==> src/rtl/cond_run_meter_pkg.sv <==
package cond_run_meter_pkg;
  typedef enum logic {
    RUN_IDLE = 1'b0,
    RUN_ACTIVE = 1'b1
  } run_state_e;
endpackage

==> src/rtl/crm_sat_counter.sv <==
module crm_sat_counter #(
  parameter int unsigned CNT_W = 16
) (
  input  logic             clk_i,
  input  logic             rst_ni,
  input  logic             clear_i,
  input  logic             start_i,
  input  logic             step_i,
  output logic [CNT_W-1:0] cnt_o
);
  localparam logic [CNT_W-1:0] CntMax = {CNT_W{1'b1}};

  always_ff @(posedge clk_i or negedge rst_ni) begin
    if (!rst_ni)                         cnt_o <= '0;
    else if (clear_i)                    cnt_o <= '0;
    else if (start_i)                    cnt_o <= CNT_W'(1);
    else if (step_i && cnt_o != CntMax)  cnt_o <= cnt_o + 1'b1;
  end

  AST_NO_WRAP: assert property (@(posedge clk_i) disable iff (!rst_ni)
    (step_i && !clear_i && !start_i && cnt_o == CntMax) |=> (cnt_o == CntMax));

  AST_START_ONE: assert property (@(posedge clk_i) disable iff (!rst_ni)
    (start_i && !clear_i) |=> (cnt_o == CNT_W'(1)));
endmodule

==> src/rtl/crm_run_tracker.sv <==
module crm_run_tracker
  import cond_run_meter_pkg::*;
(
  input  logic clk_i,
  input  logic rst_ni,
  input  logic en_i,
  input  logic cond_i,
  output logic clear_o,
  output logic start_o,
  output logic step_o,
  output logic end_o
);
  run_state_e state_q, state_d;

  always_comb begin
    clear_o = !en_i;
    start_o = en_i && cond_i && (state_q == RUN_IDLE);
    step_o  = en_i && cond_i && (state_q == RUN_ACTIVE);
    end_o   = en_i && !cond_i && (state_q == RUN_ACTIVE);
    state_d = (en_i && cond_i) ? RUN_ACTIVE : RUN_IDLE;
  end

  always_ff @(posedge clk_i or negedge rst_ni) begin
    if (!rst_ni) state_q <= RUN_IDLE;
    else         state_q <= state_d;
  end

  AST_ONE_ACTION: assert property (@(posedge clk_i) disable iff (!rst_ni)
    $onehot0({start_o, step_o, end_o}));

  AST_END_NEEDS_RUN: assert property (@(posedge clk_i) disable iff (!rst_ni)
    end_o |-> $past(en_i && cond_i));
endmodule

==> src/rtl/crm_sample_hold.sv <==
module crm_sample_hold #(
  parameter int unsigned CNT_W = 16
) (
  input  logic             clk_i,
  input  logic             rst_ni,
  input  logic             capture_i,
  input  logic [CNT_W-1:0] data_i,
  output logic [CNT_W-1:0] len_o,
  output logic             valid_o
);
  always_ff @(posedge clk_i or negedge rst_ni) begin
    if (!rst_ni) begin
      len_o   <= '0;
      valid_o <= 1'b0;
    end else begin
      valid_o <= capture_i;
      if (capture_i) len_o <= data_i;
    end
  end

  AST_HOLD: assert property (@(posedge clk_i) disable iff (!rst_ni)
    !valid_o |-> $stable(len_o));
endmodule

==> src/rtl/cond_run_meter.sv <==
module cond_run_meter #(
  parameter int unsigned CNT_W = 16
) (
  input  logic             clk_i,
  input  logic             rst_ni,
  input  logic             en_i,
  input  logic             cond_i,
  output logic [CNT_W-1:0] len_o,
  output logic             valid_o
);
  logic             clear, start, step, run_end;
  logic [CNT_W-1:0] cnt;

  crm_run_tracker i_tracker (
    .clk_i  (clk_i),
    .rst_ni (rst_ni),
    .en_i   (en_i),
    .cond_i (cond_i),
    .clear_o(clear),
    .start_o(start),
    .step_o (step),
    .end_o  (run_end)
  );

  crm_sat_counter #(.CNT_W(CNT_W)) i_counter (
    .clk_i  (clk_i),
    .rst_ni (rst_ni),
    .clear_i(clear),
    .start_i(start),
    .step_i (step),
    .cnt_o  (cnt)
  );

  crm_sample_hold #(.CNT_W(CNT_W)) i_hold (
    .clk_i    (clk_i),
    .rst_ni   (rst_ni),
    .capture_i(run_end),
    .data_i   (cnt),
    .len_o    (len_o),
    .valid_o  (valid_o)
  );

  AST_PULSE_SINGLE: assert property (@(posedge clk_i) disable iff (!rst_ni)
    valid_o |=> !valid_o);

  AST_DISABLE_NO_SAMPLE: assert property (@(posedge clk_i) disable iff (!rst_ni)
    !en_i |=> !valid_o);

  AST_NONZERO_LEN: assert property (@(posedge clk_i) disable iff (!rst_ni)
    valid_o |-> (len_o != '0));
endmodule

==> config.mk <==
export PLATFORM = sky130hd
export DESIGN_NAME = cond_run_meter
export DESIGN_NICKNAME = d
export VERILOG_FILES = /design/src/rtl/cond_run_meter_pkg.sv /design/src/rtl/crm_sat_counter.sv /design/src/rtl/crm_run_tracker.sv /design/src/rtl/crm_sample_hold.sv /design/src/rtl/cond_run_meter.sv
export SDC_FILE = /design/constraint.sdc
export NUM_CORES = 1
export LEC_CHECK = 0
export CAP_MARGIN = 20
export CORE_MARGIN = 2
export CORE_UTILIZATION = 49
export CTS_CLUSTER_DIAMETER = 80
export DETAILED_ROUTE_END_ITERATION = 10
export GPL_ROUTABILITY_DRIVEN = 0
export GPL_TIMING_DRIVEN = 0
export PLACE_DENSITY = 0.86
export SLEW_MARGIN = 20
export SYNTH_ARGS = -nofsm -noshare
export SYNTH_HDL_FRONTEND = slang
export SYNTH_HIERARCHICAL = 1
export SYNTH_SLANG_ARGS = --single-unit
==> constraint.sdc <==
create_clock -name clk_i -period 1.6 [get_ports clk_i]
set_input_delay 0.32 -clock clk_i [delete_from_list [all_inputs] [get_ports clk_i]]
set_output_delay 0.32 -clock clk_i [all_outputs]
set_load 0.05 [all_outputs]
==> impl_metrics.csv, run 1 <==
group,metric,value,unit
status,violations,"setup timing",
floorplanning,initial_core_util,0.510,
route,drc,0,
placement,dp.cells,208,
sta,rsz0062_at_grt,"yes",
placement,dpl.hpwl,2330,um
layout,area_growth,33.1,%
global_route,antenna_found_initial,0,
clocking,path_clk_slew,0.10,ns
layout,final_nets,193,
clocking,insertion_delay,0.35,ns
sta,maxSlewViolCount,0,
floorplanning,num_io_pins,21,
yosys,yosys.area.top_type,"dfrtp_1",
route,antenna_left,0,
yosys,synth_simple_gate_area_share,0.214,
yosys,synth_async_sr_flop_share,1.00,
sta,worst_pin_slew,0.718,ns
yosys,synth_cell_types,37,
sta,finalSetupViolCount,7,
worst_setup_path,reg2regPathDepth,6,
layout,drive_gt1_frac,0.413,
sta,setup_ws,-0.0955,ns
yosys,yosysSeqAreaShare,0.504,
sta,fin_crit_sh,1.06,
yosys,synth_warnings,6,
yosys,yosys-mux-area-fraction,0.135,
floorplanning,coreArea,3310,um^2
route,drt_iter0_drc,53,
worst_setup_path,arrival,1.93,ns
worst_setup_path,cp.buffers_inverters,1,
hold_path,worstHoldPathType,"in2async",
yosys,syn_inst,142,
yosys,synth_top_family_by_area,"simple AND/OR/NAND/NOR gates",
global_route,grt_max_degree,35,
yosys,syn_area,1690,um^2
sta,fin_hold_ws,0.0205,ns
placement,place_area,1940,um^2
clocking,cts_sinks,34,
worst_setup_path,endpoint_kind,"flop",
pwr,irDropWorstVdd,476,uV
yosys,synth_edf_count,0,
worst_setup_path,critPathRequiredTime,1.84,ns
sta,clock_skew,0.00820,ns
pwr,cellPowerDensity,698,nW/um^2
yosys,syn_avg_cell_area,11.9,um^2
route,route.detailed.wl_per_inst,16.6,um
status,run_status,"finished with violations",
worst_setup_path,cp_slowest_cell,"dfrtp_1",
route,vias_per_cell,5.70,
floorplanning,dieWidth,62.7,um
worst_setup_path,worst-path-max-fanout,6,
clocking,cts_buffers,5,
worst_setup_path,path_class,"reg2reg",
yosys,yosys-top-cells-area,"dfrtp_1, mux2_4, mux2_2",
layout,fin_cells,235,
global_route,grt_pass1_vias,1301,
yosys,synth_compound_area_frac,0.0867,
floorplanning,die_area,3930,um^2
pwr,pwr-share-seq,0.556,
pwr,switching_share,0.233,
clocking,cts-root-buf,"clkbuf_4",
route,vias,1340,
pwr,pwr-share-comb,0.070,
pwr,power.internal,1.20,mW
yosys,ys.flop_type,"dfrtp_1",
pwr,p_switching,0.366,mW
yosys,synth_xor_area_frac,0.0104,
floorplanning,die_h,62.7,um
yosys,syn-num-nets,147,
worst_setup_path,r2r-start,"i_counter/cnt_o[1]$_DFFE_PN0P_",
yosys,synth.most_common_cell,"dfrtp_1",
clocking,postCtsHoldBufs,0,
route,wl,3890,um
job,max-cap-violations,0,
clocking,cts_max_level,2,
yosys,synth_top_area_frac,0.504,
sta,period_needed,1.70,ns
pwr,pwr-share-clk,0.374,
yosys,yosys-top-cells-count,"dfrtp_1, mux2_4, or3_1",
floorplanning,rows,21,
worst_setup_path,startpoint_type,"flop",
yosys,postSynthRegisterBits,34,
sta,hold_violations,0,
pwr,leakage,1.09,nW
worst_setup_path,path_cells,"ha_4 -> nand4_1 -> buf_4 -> nor4_4 -> a31oi_1 -> a41o_1",
pwr,power.total,1.57,mW
sta,max_slew_margin,0.521,
yosys,synth_fa_ha_area_frac,0.00741,
layout,fillerInstances,247,
worst_setup_path,r2r-end,"i_counter/cnt_o[14]$_DFFE_PN0P_",
layout,antenna-diode-count,0,
worst_setup_path,cpLargestDelayFamily,"simple AND/OR/NAND/NOR gates",
global_route,track_usage,0.201,
global_route,grt_pass1_wl,6090,um
worst_setup_path,rrSetupSlack,-0.1,ns
sta,max_freq,0.590,GHz
worst_setup_path,max_stage_delay,0.43,ns
sta,tns,-0.203,ns
global_route,overflow,0,
placement,numPortBuffers,20,
layout,final_area,2250,um^2
route,first_pass_iters,6,
clocking,cts_tree,"yes",
clocking,clockBufferDepth,2,
## per-layer routing
| metal | global-route usage | part of all wire |
|---|---|---|
| met4 | 0.0806 | 0.016 |
| met1 | 0.250 | 0.42 |
| met3 | 0.0613 | 0.050 |
| met2 | 0.327 | 0.51 |
| met5 | 0 | 0 |
## area by class of cell
type                       count  area, um^2  share of cell area
tap                           46        57.6              0.0256
multi-input combinational     98         843               0.375
clock buffer                   8        78.8              0.0351
inverter                       3        11.3             0.00501
timing repair buffer          40         330               0.147
buffer                         6        66.3              0.0295
sequential                    34         861               0.383
## layout by cell type (no fill, tap or decap), types with 3 or more instances in the layout
cell | netlist | routed
and4_1 | 3 | 3
nand4_1 | 6 | 6
buf_6 | 2 | 4
clkbuf_4 | 0 | 6
dfrtp_1 | 34 | 26
or3_4 | 0 | 3
nand2_1 | 8 | 8
buf_4 | 0 | 19
dlygate4sd2_1 | 0 | 15
mux2_4 | 10 | 10
a31oi_1 | 4 | 4
clkdlybuf4s15_1 | 0 | 4
a21oi_1 | 6 | 4
nor2_1 | 7 | 7
nand3_1 | 6 | 4
and3b_1 | 3 | 3
clkbuf_8 | 0 | 3
dfrtp_2 | 0 | 8
or3_1 | 9 | 6
o21ai_0 | 6 | 3
mux2_2 | 6 | 6
## how the worst max path moves through the flow
| stage | slack [ns] | end | start | cells after the start |
|---|---|---|---|---|
| after global placement | -0.61 | i_counter/cnt_o[10]$_DFFE_PN0P_ | en_i | 7 |
| final | -0.1 | i_counter/cnt_o[14]$_DFFE_PN0P_ | i_counter/cnt_o[1]$_DFFE_PN0P_ | 6 |
| after global routing | -0.15 | i_counter/cnt_o[14]$_DFFE_PN0P_ | i_counter/cnt_o[1]$_DFFE_PN0P_ | 6 |
| after CTS | -0.03 | i_counter/cnt_o[9]$_DFFE_PN0P_ | i_counter/cnt_o[5]$_DFFE_PN0P_ | 4 |
| after detailed placement | -0.69 | i_counter/cnt_o[10]$_DFFE_PN0P_ | en_i | 7 |
| after floorplan | 0.03 | i_counter/cnt_o[5]$_DFFE_PN0P_ | i_tracker/state_q$_DFF_PN0_ | 6 |
## per-stage QoR
step                utilization  setup WS (ns)
floorplan                     -         0.0267
global placement          0.588         -0.610
detailed placement        0.587         -0.690
CTS                       0.636        -0.0299
global route              0.679         -0.147
finish                    0.679        -0.0955
## logic make-up after synthesis
| kind of cell | after synthesis |
|---|---|
| AOI/OAI and AO/OA | 23 |
| DFF | 34 |
| buffers and inverters | 10 |
| adders and majority gates | 1 |
| muxes | 17 |
| xor gates and xnor gates | 2 |
| and+or+nand+nor | 55 |
## sequential cells by signal, indices dropped and copies added (netlist names)
name / cells
i_counter/cnt_o: 16
i_hold/len_o: 16
i_hold/valid_o: 1
i_tracker/state_q: 1
## power by group through the flow
| stage | Combinational [mW] | Sequential (mW) | Clock (mW) |
|---|---|---|---|
| finish | 0.110 | 0.873 | 0.587 |
| global route | 0.121 | 0.874 | 0.638 |
| CTS | 0.108 | 0.874 | 0.588 |
| detailed placement | 0.100 | 0.891 | 0 |
| global placement | 0.0977 | 0.890 | 0 |
| floorplan | 0.0374 | 0.908 | 0 |
## worst register-to-register path: cells and delay by family, from the launching register on
kind                     cells  cell delay (ns)
AO/OA/AOI/OAI                2             0.34
adder cells (fa/ha/maj)      1             0.20
buffers and inverters        1             0.18
flip-flops                   1             0.43
AND/OR/NAND/NOR              2             0.43
## repair_timing
item | CTS | global route
pin swaps | 7 | 15
gates resized for setup | 32 | 29
cloned | 0 | 1
setup endpoints to repair | 33 | 17
buffers inserted | 8 | 12
Power figures use the tool's default switching activity.
==> run 2, diff against run 1 <==
--- a/config.mk
+++ b/config.mk
@@ -13,7 +13,6 @@
 export GPL_ROUTABILITY_DRIVEN = 0
 export GPL_TIMING_DRIVEN = 0
 export PLACE_DENSITY = 0.86
-export SLEW_MARGIN = 20
 export SYNTH_ARGS = -nofsm -noshare
 export SYNTH_HDL_FRONTEND = slang
 export SYNTH_HIERARCHICAL = 1
==> results of run 2 <==
The final DEF is identical to that of run 1; final timing and power are the same.
